<file path="src/rtl/smbus_reg_slave.sv">
module smbus_reg_slave #(
  parameter logic [3:0] ADDR_HI    = 4'b0100,
  parameter logic [6:0] ARA_ADDR   = 7'b0001100,
  parameter logic [7:0] LAST_REG   = 8'd6,
  parameter logic [7:0] STATUS_REG = 8'd3
) (
  input  logic       clk,
  input  logic       rst_n,
  input  logic       scl_i,
  input  logic       sda_i,
  output logic       sda_pull_o,
  input  logic [2:0] addr_pins_i,
  input  logic       alert_i,
  output logic       alert_clr_o,
  output logic [7:0] reg_sel_o,
  output logic       wr_stb_o,
  output logic [7:0] wr_data_o,
  input  logic [7:0] rd_data_i,
  output logic       status_rd_o
);
  typedef enum logic [3:0] {
    S_IDLE, S_ADDR, S_AACK, S_CMD, S_CACK, S_WDAT, S_WACK, S_TX, S_MACK, S_NEXT
  } st_t;

  st_t        st;
  logic       scl_q, sda_q, ara, rw, ack_ph;
  logic [3:0] cnt;
  logic [7:0] sr, cmd;

  wire scl_rise = scl_i & ~scl_q;
  wire scl_fall = ~scl_i & scl_q;
  wire start_c  = scl_i & scl_q & sda_q & ~sda_i;
  wire stop_c   = scl_i & scl_q & ~sda_q & sda_i;
  wire last_bit = (cnt == 4'd7);
  wire [7:0] byte_in  = {sr[6:0], sda_i};
  wire [6:0] own_addr = {ADDR_HI, addr_pins_i};
  wire [7:0] rd_val   = (cmd > LAST_REG) ? 8'h00 : rd_data_i;
  wire       wr_ok    = (cmd <= LAST_REG) && (cmd != STATUS_REG);

  assign reg_sel_o = cmd;

  always_ff @(posedge clk or negedge rst_n) begin
    if (!rst_n) begin
      scl_q <= 1'b1;
      sda_q <= 1'b1;
    end else begin
      scl_q <= scl_i;
      sda_q <= sda_i;
    end
  end

  always_ff @(posedge clk or negedge rst_n) begin
    if (!rst_n) begin
      st <= S_IDLE; cnt <= '0; sr <= '0; cmd <= '0;
      ara <= 1'b0; rw <= 1'b0; ack_ph <= 1'b0;
      sda_pull_o <= 1'b0; wr_stb_o <= 1'b0; wr_data_o <= '0;
      status_rd_o <= 1'b0; alert_clr_o <= 1'b0;
    end else begin
      wr_stb_o    <= 1'b0;
      status_rd_o <= 1'b0;
      alert_clr_o <= 1'b0;
      if (stop_c) begin
        st <= S_IDLE;
        sda_pull_o <= 1'b0;
      end else if (start_c) begin
        st <= S_ADDR;
        cnt <= '0;
        sda_pull_o <= 1'b0;
      end else begin
        case (st)
          S_ADDR: if (scl_rise) begin
            sr  <= byte_in;
            cnt <= cnt + 4'd1;
            if (last_bit) begin
              ack_ph <= 1'b0;
              if (byte_in[7:1] == own_addr) begin
                ara <= 1'b0; rw <= byte_in[0]; st <= S_AACK;
              end else if (byte_in == {ARA_ADDR, 1'b1} && alert_i) begin
                ara <= 1'b1; rw <= 1'b1; st <= S_AACK;
              end else
                st <= S_IDLE;
            end
          end
          S_AACK, S_CACK, S_WACK: if (scl_fall) begin
            if (!ack_ph) begin
              sda_pull_o <= 1'b1;
              ack_ph <= 1'b1;
            end else begin
              ack_ph <= 1'b0;
              cnt <= '0;
              if (st == S_AACK && ara) begin
                sr <= {own_addr, 1'b0};
                sda_pull_o <= ~own_addr[6];
                alert_clr_o <= 1'b1;
                st <= S_TX;
              end else if (st == S_AACK && rw) begin
                sr <= rd_val;
                sda_pull_o <= ~rd_val[7];
                status_rd_o <= (cmd == STATUS_REG);
                st <= S_TX;
              end else begin
                sda_pull_o <= 1'b0;
                st <= (st == S_AACK) ? S_CMD : S_WDAT;
              end
            end
          end
          S_CMD: if (scl_rise) begin
            sr  <= byte_in;
            cnt <= cnt + 4'd1;
            if (last_bit) begin
              cmd <= byte_in;
              st  <= S_CACK;
            end
          end
          S_WDAT: if (scl_rise) begin
            sr  <= byte_in;
            cnt <= cnt + 4'd1;
            if (last_bit) begin
              wr_stb_o  <= wr_ok;
              wr_data_o <= byte_in;
              st <= S_WACK;
            end
          end
          S_TX: begin
            if (scl_rise) begin
              cnt <= cnt + 4'd1;
              if (!sda_pull_o && !sda_i) st <= S_IDLE;
            end else if (scl_fall) begin
              if (cnt == 4'd8) begin
                sda_pull_o <= 1'b0;
                st <= S_MACK;
              end else begin
                sr <= {sr[6:0], 1'b0};
                sda_pull_o <= ~sr[6];
              end
            end
          end
          S_MACK: if (scl_rise) st <= (sda_i || ara) ? S_IDLE : S_NEXT;
          S_NEXT: if (scl_fall) begin
            sr <= rd_val;
            sda_pull_o <= ~rd_val[7];
            status_rd_o <= (cmd == STATUS_REG);
            cnt <= '0;
            st <= S_TX;
          end
          default: sda_pull_o <= 1'b0;
        endcase
      end
    end
  end

  p_stop_release_r2: assert property (@(posedge clk) disable iff (!rst_n)
    (scl_i && $past(scl_i) && sda_i && !$past(sda_i)) |=> !sda_pull_o);
  p_wr_pulse_r3: assert property (@(posedge clk) disable iff (!rst_n)
    wr_stb_o |=> !wr_stb_o);
  p_stat_sel_r5: assert property (@(posedge clk) disable iff (!rst_n)
    status_rd_o |-> (reg_sel_o == STATUS_REG));
  p_stat_pulse_r5: assert property (@(posedge clk) disable iff (!rst_n)
    status_rd_o |=> !status_rd_o);
  p_no_ro_write_r6: assert property (@(posedge clk) disable iff (!rst_n)
    wr_stb_o |-> (reg_sel_o != STATUS_REG && reg_sel_o <= LAST_REG));
  p_clr_pulse_r8: assert property (@(posedge clk) disable iff (!rst_n)
    alert_clr_o |=> !alert_clr_o);
  p_pull_scl_low_r10: assert property (@(posedge clk) disable iff (!rst_n)
    $rose(sda_pull_o) |-> !scl_i);
endmodule

</file>
<file path="config.mk">
export PLATFORM = sky130hd
export DESIGN_NAME = smbus_reg_slave
export DESIGN_NICKNAME = d
export VERILOG_FILES = /design/src/rtl/smbus_reg_slave.sv
export SDC_FILE = /design/constraint.sdc
export NUM_CORES = 1
export LEC_CHECK = 0
export ABC_CLOCK_PERIOD_IN_PS = 3550
export BUFFER_PORTS_ARGS = -buffer_cell sky130_fd_sc_hd__clkbuf_2
export CAP_MARGIN = 40
export CORE_UTILIZATION = 45
export DETAILED_ROUTE_END_ITERATION = 10
export PLACE_DENSITY = 0.67
export SETUP_SLACK_MARGIN = 0.1
export SYNTH_ARGS = -nofsm -noshare
export SYNTH_HDL_FRONTEND = slang
export SYNTH_SLANG_ARGS = --single-unit
</file>
<file path="constraint.sdc">
create_clock -name clk -period 3.55 [get_ports clk]
set_input_delay 0 -clock clk [delete_from_list [all_inputs] [get_ports clk]]
set_output_delay 0 -clock clk [all_outputs]
set_load 0.05 [all_outputs]
</file>
==> results of run 1 <==
==> cells in the final DEF, fill, tap and decap left out, drive strengths merged, types with 3 or more instances in the layout <==
cell / instances
and3: 4
inv: 14
buf: 3
nor2b: 5
nand2: 21
a22o: 6
nor2: 14
o21a: 3
nor4b: 3
o21ai: 14
a222oi: 4
a21oi: 6
a211oi: 5
o211ai: 4
or4: 3
nor3: 5
ha: 5
a22oi: 3
xnor2: 3
nand3: 9
dfrtp: 38
mux2: 22
clkbuf: 40
mux2i: 3
dlygate4sd3: 3
nor4: 4
==> registers in the layout, indices dropped and copies added, names as in the netlist, 4 cells and up <==
name       cells
cnt            4
reg_sel_o      8
sr             7
st             4
wr_data_o      8
==> cell type report <==
type	instances	area, um^2	share of cell area, %
Clock inverter	2	60.1	2.08
Sequential cell	40	1000	34.8
Tap cell	70	87.6	3.04
Inverter	14	52.6	1.82
Clock buffer	5	68.8	2.39
Multi-Input combinational cell	180	1360	47.2
Timing Repair Buffer	41	248	8.60
==> where the power goes <==
part | total (W) | internal (W) | switching [W]
sequential | 0.000763 | 0.000544 | 0.000219
clock | 0.000433 | 0.000277 | 0.000156
combinational | 0.000784 | 0.000341 | 0.000444
==> logic make-up after synthesis <==
kind of cell,after synthesis
AO/OA/AOI/OAI,60
XOR/XNOR,4
adder cells (fa/ha/maj),5
buffers and inverters,27
flip-flops,40
multiplexers,25
AND/OR/NAND/NOR,86
==> worst max-delay path by stage <==
stage	to	slack, ns
6_report	cnt[3]	1.04
3_3_place_gp	cnt[3]	1.18
3_5_place_dp	cnt[3]	1.16
5_1_grt	cnt[3]	0.95
4_1_cts	cnt[3]	1.10
2_1_floorplan	sr[4]	1.47
==> worst reg2reg max path, cell delays in order (launching register included) <==
cell and delay (ns):
dfrtp_1 0.92, nor4bb_1 0.39, o21ai_1 0.12, a21oi_1 0.18, o21ai_1 0.17, or4_1 0.54, o211ai_1 0.10
==> layer usage <==
layer | vias up | wire length (um)
li1 | 989 | -
met1 | 1040 | 2850
met2 | 78 | 2990
met3 | 10 | 387
met4 | 0 | 63
met5 | - | 0
==> per-stage QoR <==
step	util [%]	std cells	total power [W]	area, um^2
finish	55.4	352	0.00198	2880
global route	55.4	352	0.00211	2880
CTS	55.4	352	0.00197	2880
detailed placement	52.3	342	0.00152	2720
global placement	51.8	341	0.00151	2700
floorplan	-	247	0.00134	2490
==> what timing repair did <==
item	4_1_cts	5_1_grt
hold buffers	3	0
endpoints found under the hold margin	18	0
endpoints found under the setup margin	0	0
==> flow_metrics.tcl, run 1 <==
set metrics [dict create \
    r2r-end "cnt[3]" \
    rrSetupSlack_ns 1.04 \
    yosysTopAreaCellShare_pct 38.2 \
    r2r_cells 6 \
    synth_flop_cell "dfrtp_1" \
    initial_utilization_pct 47.8 \
    std_cell_rows 26 \
    critPathTopFamily "simple AND/OR/NAND/NOR gates" \
    top_usage_layer "met2" \
    die_area_um2 5830 \
    antenna_found_initial 0 \
    critical_path.cell_chain "nor4bb_1 -> o21ai_1 -> a21oi_1 -> o21ai_1 -> or4_1 -> o211ai_1" \
    fmax_mhz 399 \
    antenna_left 0 \
    synth.yosys.seq_area_share_pct 40.3 \
    min-delay-start "rd_data_i[3]" \
    yosysUniqueCellTypes 65 \
    cts_tree "done" \
    run_status "finished clean" \
    grt_pass1_vias 2036 \
    wl_per_cell_um 17.9 \
    grt_overflow 0 \
    area_growth_syn_to_layout_pct 15.8 \
    cts_buffer_depth 2 \
    crit_slowest_cell "dfrtp_1" \
    skew_ns 0.00332 \
    holdPathEnd "sr[3]" \
    drt_wl_total_um 6300 \
    synth_top_family_by_area "simple AND/OR/NAND/NOR gates" \
    synthArstFlopShare_pct 100 \
    port_buffers 35 \
    synth-seq-cells 40 \
    cts.sinks 40 \
    startpoint "st[3]" \
    die_y_um 76.3 \
    synth.area.top_cells "dfrtp_1 (38%), mux2_2 (8.1%), nand2_1 (3.2%)" \
    synth_compound_area_share_pct 18.5 \
    max_stage_delay_ns 0.92 \
    worstSkewPairLatency_ns 0.29 \
    maxSlewViolCount 0 \
    routed_via_density 6.01 \
    post_cts_resized 0 \
    grt_pass1_wl_um 10300 \
    syn_inst 247 \
    postCtsSetupBuffers 0 \
    hold_path_depth 3 \
    use_met2_pct 35.2 \
    grt_usage_pct 22.5 \
    rsz0062_at_grt "false" \
    path_buf_inv 0 \
    critPathKind "register to register" \
    gp_congestion 0.915 \
    yosys.area_share.simple_pct 21.2 \
    power_density_nw_per_um2 687 \
    tightest_slew_ns 0.882 \
    synth_edf_count 0 \
    met3_usage_pct 4.31 \
    timing.hold.ws_ns 0.0273 \
    worstSetupEndpointType "register" \
    core_um2 5200 \
    crit_cells 6 \
    ys_top_cells_by_count "dfrtp_1 (38), nand2_1 (21), mux2_2 (18)" \
    antenna_cells 0 \
    peakVddDrop_mv 0.372 \
    pin_count 36 \
    cp-start-kind "register" \
    leakagePower_nw 1.31 \
    period_share_pct 70.6 \
    num-nets-final 303 \
    fill_cells 487 \
    path_clk_slew_ns 0.08 \
    cts_buffers 5 \
    synthAdderAreaFrac_pct 2.52 \
    finalHoldViolations 0 \
    synth.largest_area_cell "dfrtp_1" \
    hold_class "input pin to register" \
    grt_use_met1_pct 31.1 \
    fin_setup_tns_ns 0 \
    hpwlAfterDp_um 4530 \
    finalSetupViolCount 0 \
    syn_area_um2 2490 \
    crit_arrival_ns 2.72 \
    finalCriticalPeriod_ns 2.51 \
    worstPathMaxFanout 24 \
    cts-root-buf "clkbuf_8" \
    slew_headroom_pct 41.2 \
    synthXorXnorAreaFrac_pct 1.41 \
    drcViolationCount 0 \
    finalWorstSetupSlack_ns 1.04 \
    grt_max_degree 25 \
    first_iter_violations 146 \
    first_pass_iters 5 \
    yosysWarnings 0 \
    synth.area.mux_share_pct 11.2 \
    syn_avg_cell_area_um2 10.1 \
    die_w_um 76.3 \
    htreeDepth 2 \
    layout-drive-gt1-share_pct 27.7 \
    post-synth-top-count-cell "dfrtp_1" \
    syn_nets 268 \
    vias 2117 \
    cp_common_cell "o21ai_1" \
    required_ns 3.76 \
    drv_cap 0 \
    r2r_start "st[3]" \
    dp_worst_setup_slack_ns 1.16 \
]
Note: power is estimated with default switching activity, not from simulation.
==> run 2, diff against run 1 <==
--- a/config.mk
+++ b/config.mk
@@ -5,7 +5,7 @@
 export SDC_FILE = /design/constraint.sdc
 export NUM_CORES = 1
 export LEC_CHECK = 0
-export ABC_CLOCK_PERIOD_IN_PS = 3550
+export ABC_CLOCK_PERIOD_IN_PS = 2600
 export BUFFER_PORTS_ARGS = -buffer_cell sky130_fd_sc_hd__clkbuf_2
 export CAP_MARGIN = 40
 export CORE_UTILIZATION = 45
==> constraint.sdc (replaced) <==
create_clock -name clk -period 2.6 [get_ports clk]
set_input_delay 0 -clock clk [delete_from_list [all_inputs] [get_ports clk]]
set_output_delay 0 -clock clk [all_outputs]
set_load 0.05 [all_outputs]
==> flow_metrics.tcl, run 2 (synthesis gave the netlist of run 1 again) <==
set metrics [dict create \
    holdPathEnd "sr[3]" \
    max_stage_delay_ns 0.54 \
    grt_overflow 0 \
    cts_buffer_depth 2 \
    cts_buffers 5 \
    die_y_um 76.3 \
    slew_headroom_pct 54.4 \
    antenna_left 0 \
    first_pass_iters 5 \
    drcViolationCount 0 \
    fin_setup_tns_ns 0 \
    drt_wl_total_um 5930 \
    worstPathMaxFanout 9 \
    reg_top3 "reg_sel_o: 8 flops, wr_data_o: 8 flops, sr: 7 flops" \
    timing.hold.ws_ns 0.0335 \
    finalCriticalPeriod_ns 2.35 \
    fmax_mhz 426 \
    r2r_start "scl_q" \
    skew_ns 0.00961 \
    port_buffers 35 \
    hold_class "input pin to register" \
    crit_arrival_ns 2.52 \
    r2r-end "reg_sel_o[7]" \
    gp_congestion 0.937 \
    path_clk_slew_ns 0.08 \
    pin_count 36 \
    rsz0062_at_grt "false" \
    layout-drive-gt1-share_pct 29.4 \
    num-nets-final 310 \
    die_w_um 76.3 \
    grt_max_degree 27 \
    r2r_cells 6 \
    power_density_nw_per_um2 921 \
    worstSetupEndpointType "register" \
    die_area_um2 5830 \
    cts-root-buf "clkbuf_8" \
    first_iter_violations 115 \
    period_share_pct 90.3 \
    initial_utilization_pct 47.8 \
    core_um2 5200 \
    grt_pass1_wl_um 9850 \
    required_ns 2.78 \
    run_status "finished clean" \
    post_cts_resized 0 \
    cp-start-kind "register" \
    drv_cap 0 \
    hpwlAfterDp_um 4410 \
    startpoint "scl_q" \
    cts_tree "done" \
    antenna_cells 0 \
    critPathKind "register to register" \
    rrSetupSlack_ns 0.25 \
    antenna_found_initial 0 \
    crit_slowest_cell "nor4_4" \
    grt_usage_pct 21.6 \
    peakVddDrop_mv 0.577 \
    grt_pass1_vias 1972 \
    final_common_cell "dfrtp_1" \
    routed_via_density 5.75 \
    vias 2065 \
    area_growth_syn_to_layout_pct 17.7 \
    leakagePower_nw 1.34 \
    tightest_slew_ns 0.683 \
    hold_path_depth 3 \
    critical_path.cell_chain "inv_1 -> ha_1 -> and4b_1 -> nand2_1 -> nor4_4 -> mux2_2" \
    std_cell_rows 26 \
    cts.sinks 40 \
    mostFrequentLayoutCells "dfrtp_1 (38), clkbuf_2 (35), nand2_1 (21)" \
    finalHoldViolations 0 \
    wl_per_cell_um 16.5 \
    min-delay-start "rd_data_i[3]" \
    maxSlewViolCount 0 \
    htreeDepth 2 \
    worstSkewPairLatency_ns 0.30 \
    finalSetupViolCount 0 \
]
==> run 2: changes by cell type in the layout (fill, tap and decap cells not counted), sizes merged <==
| cell | change |
|---|---|
| buf | +7 |
==> run 2: worst max path at each step <==
stage,endpoint,slack [ns],depth (start not counted)
3_3_place_gp,reg_sel_o[5],0.31,6
6_report,reg_sel_o[7],0.25,6
2_1_floorplan,sr[4],0.52,6
5_1_grt,st[3],0.12,8
3_5_place_dp,reg_sel_o[7],0.30,6
4_1_cts,reg_sel_o[7],0.26,6
==> run 2: per-layer routing <==
metal  GRT usage (%)  vias up  wire length [um]
met3            4.07        6               345
met1            31.3      997              2820
li1                -      997                 -
met2            32.3       65              2690
met4            7.69        0                69
met5               0        -                 0
==> run 2: repair_timing <==
action / CTS / global route
setup buffers: 0 / 0
hold buffers: 3 / 0
hold endpoints to repair: 42 / 0
==> run 2: through the flow <==
| step | area [um^2] | total power, W | cells | utilization, % | setup WS, ns |
|---|---|---|---|---|---|
| final | 2930 | 0.00270 | 359 | 56.2 | 0.252 |
| after global routing | 2930 | 0.00289 | 359 | 56.2 | 0.115 |
| after CTS | 2930 | 0.00270 | 359 | 56.2 | 0.261 |
| after detailed placement | 2770 | 0.00209 | 349 | 53.2 | 0.299 |
| after global placement | 2750 | 0.00208 | 348 | 52.8 | 0.312 |
| after floorplan | 2490 | 0.00183 | 247 | - | 0.515 |
==> run 2: area by class of cell <==
class | instances | area, um^2
fill | 445 | 2280
multi-input combinational | 180 | 1360
sequential | 40 | 1000
timing repair buffer | 48 | 293
tap | 70 | 87.6
clock buffer | 5 | 68.8
clock inverter | 2 | 60.1
inverter | 14 | 52.6
==> run 2: critical path: cells and delay by family, from the launching register on <==
family                     cells  cell delay [ns]
buffers and inverters          1             0.05
muxes                          1             0.41
DFF                            1             0.38
adders and majority gates      1             0.34
and+or+nand+nor                3             1.05
==> run 2: report_power, final <==
part / internal [W] / total [W] / switching (W)
Combinational: 0.000486 / 0.00112 / 0.000634
Sequential: 0.000744 / 0.000984 / 0.000240
Clock: 0.000378 / 0.000592 / 0.000214
==> run 3, diff against run 2 <==
--- a/config.mk
+++ b/config.mk
@@ -8,6 +8,7 @@
 export ABC_CLOCK_PERIOD_IN_PS = 2600
 export BUFFER_PORTS_ARGS = -buffer_cell sky130_fd_sc_hd__clkbuf_2
 export CAP_MARGIN = 40
+export CORE_MARGIN = 3
 export CORE_UTILIZATION = 45
 export DETAILED_ROUTE_END_ITERATION = 10
 export PLACE_DENSITY = 0.67
==> flow_metrics.tcl, run 3 (synthesis gave the netlist of run 1 again) <==
set metrics [dict create \
    run_status "finished clean" \
    area_growth_syn_to_layout_pct 15.8 \
    grt_pass1_wl_um 10000 \
    die_w_um 80.3 \
    path_clk_slew_ns 0.08 \
    drt_wl_total_um 6150 \
    leakagePower_nw 1.32 \
    cts-root-buf "clkbuf_8" \
    tightest_slew_ns 0.565 \
    pin_count 36 \
    first_pass_iters 7 \
    fin_setup_tns_ns 0 \
    antenna_left 0 \
    grt_use_met1_pct 30.9 \
    top_usage_layer "met1" \
    core_um2 5240 \
    power_density_nw_per_um2 896 \
    routed_via_density 6.00 \
    htreeDepth 2 \
    finalCriticalPeriod_ns 2.28 \
    gp_congestion 0.877 \
    regArea_um2 1000 \
    grt_overflow 0 \
    grt_max_degree 29 \
    layout-drive-gt1-share_pct 29.3 \
    cp-start-kind "register" \
    maxSlewViolCount 0 \
    worstSkewPairLatency_ns 0.30 \
    hpwlAfterDp_um 4570 \
    multi_input_area_um2 1360 \
    final_common_cell "dfrtp_1" \
    fmax_mhz 439 \
    worstPathMaxFanout 15 \
    cts.sinks 40 \
    use_met2_pct 29.2 \
    fill_cells 458 \
    placed_cell_area_um2 2750 \
    met3_usage_pct 3.36 \
    std_cell_rows 26 \
    wl_per_cell_um 17.2 \
    die_y_um 80.3 \
    period_share_pct 87.6 \
    grt_usage_pct 20.4 \
    timing.hold.ws_ns 0.0422 \
    port_buffers 35 \
    finalPower_w 0.00258 \
    drv_cap 0 \
    finalSetupViolCount 0 \
    vias 2141 \
    finalHoldViolations 0 \
    skew_ns 0.00562 \
    required_ns 2.76 \
    num-nets-final 308 \
    antenna_cells 0 \
    worstSetupEndpointType "register" \
    die_area_um2 6460 \
    cts_buffers 5 \
    antenna_found_initial 0 \
    cts_tree "done" \
    initial_utilization_pct 47.5 \
    grt_pass1_vias 1945 \
    post-route-cell-area_um2 2880 \
    reg_top3 "reg_sel_o: 8 flops, wr_data_o: 8 flops, sr: 7 flops" \
    rsz0062_at_grt "false" \
    slew_headroom_pct 62.0 \
    drcViolationCount 0 \
    crit_arrival_ns 2.43 \
    first_iter_violations 232 \
    critPathKind "register to register" \
    peakVddDrop_mv 0.577 \
    hold_class "input pin to register" \
    mostFrequentLayoutCells "dfrtp_1 (37), clkbuf_2 (35), nand2_1 (21)" \
    cts_buffer_depth 2 \
]
run 3: cell types whose count changed in the layout (fill, tap and decap cells not counted), sizes merged:
cell,delta
clkbuf,+2
bufinv,-2
buf,-2
run 3: path summary, 6_finish.rpt:
kind / cells past startpoint / slack, ns / endpoint / from
setup / recovery: 5 / 0.32 / status_rd_o / st[3]
hold / removal: 3 / 0.04 / sr[3] / rd_data_i[3]
setup reg to reg: 5 / 0.32 / status_rd_o / st[3]
hold reg to reg: 1 / 0.51 / wr_data_o[4] / wr_data_o[4]
max in group asynchronous: 3 / 1.93 / sda_q / rst_n
min in group asynchronous: 2 / 0.13 / wr_data_o[7] / rst_n
run 3: routing by layer:
layer / vias up / share of wire, %
met1: 1044 / 46
met4: 0 / 1.6
met3: 12 / 6.3
li1: 1003 / -
met5: - / 0
met2: 82 / 46
run 3: what timing repair did:
item                                    CTS  global route
gates resized for setup                   0             2
endpoints found under the setup margin    0             1
hold buffers                              3             0
hold endpoints to repair                 40             0
setup buffers                             0             0
run 3: final cells by class:
class                      instances  share of cell area (%)
inverter                          14                    1.82
sequential                        40                    34.9
clock buffer                       7                    3.34
timing repair buffer              46                    9.64
tap                               70                    3.04
multi-input combinational        180                    47.3
run 3: critical path, stage by stage (launching register included):
cell,delay (ns)
dfrtp_1,0.49
buf_4,0.26
nor3_2,0.26
nand3_1,0.16
or4_1,0.51
a2111oi_1,0.46
run 3: through the flow:
step | util, % | instances | setup slack, ns
floorplan | - | 247 | 0.515
global placement | 52.2 | 346 | 0.387
detailed placement | 52.6 | 347 | 0.260
CTS | 55.0 | 357 | 0.228
global route | 55.0 | 357 | 0.166
finish | 55.0 | 357 | 0.322
run 3: power breakdown:
part,internal [W],switching [W]
registers,0.000746,0.000238
logic,0.000492,0.000658
clock network,0.000236,0.000210
total,0.00147,0.00111
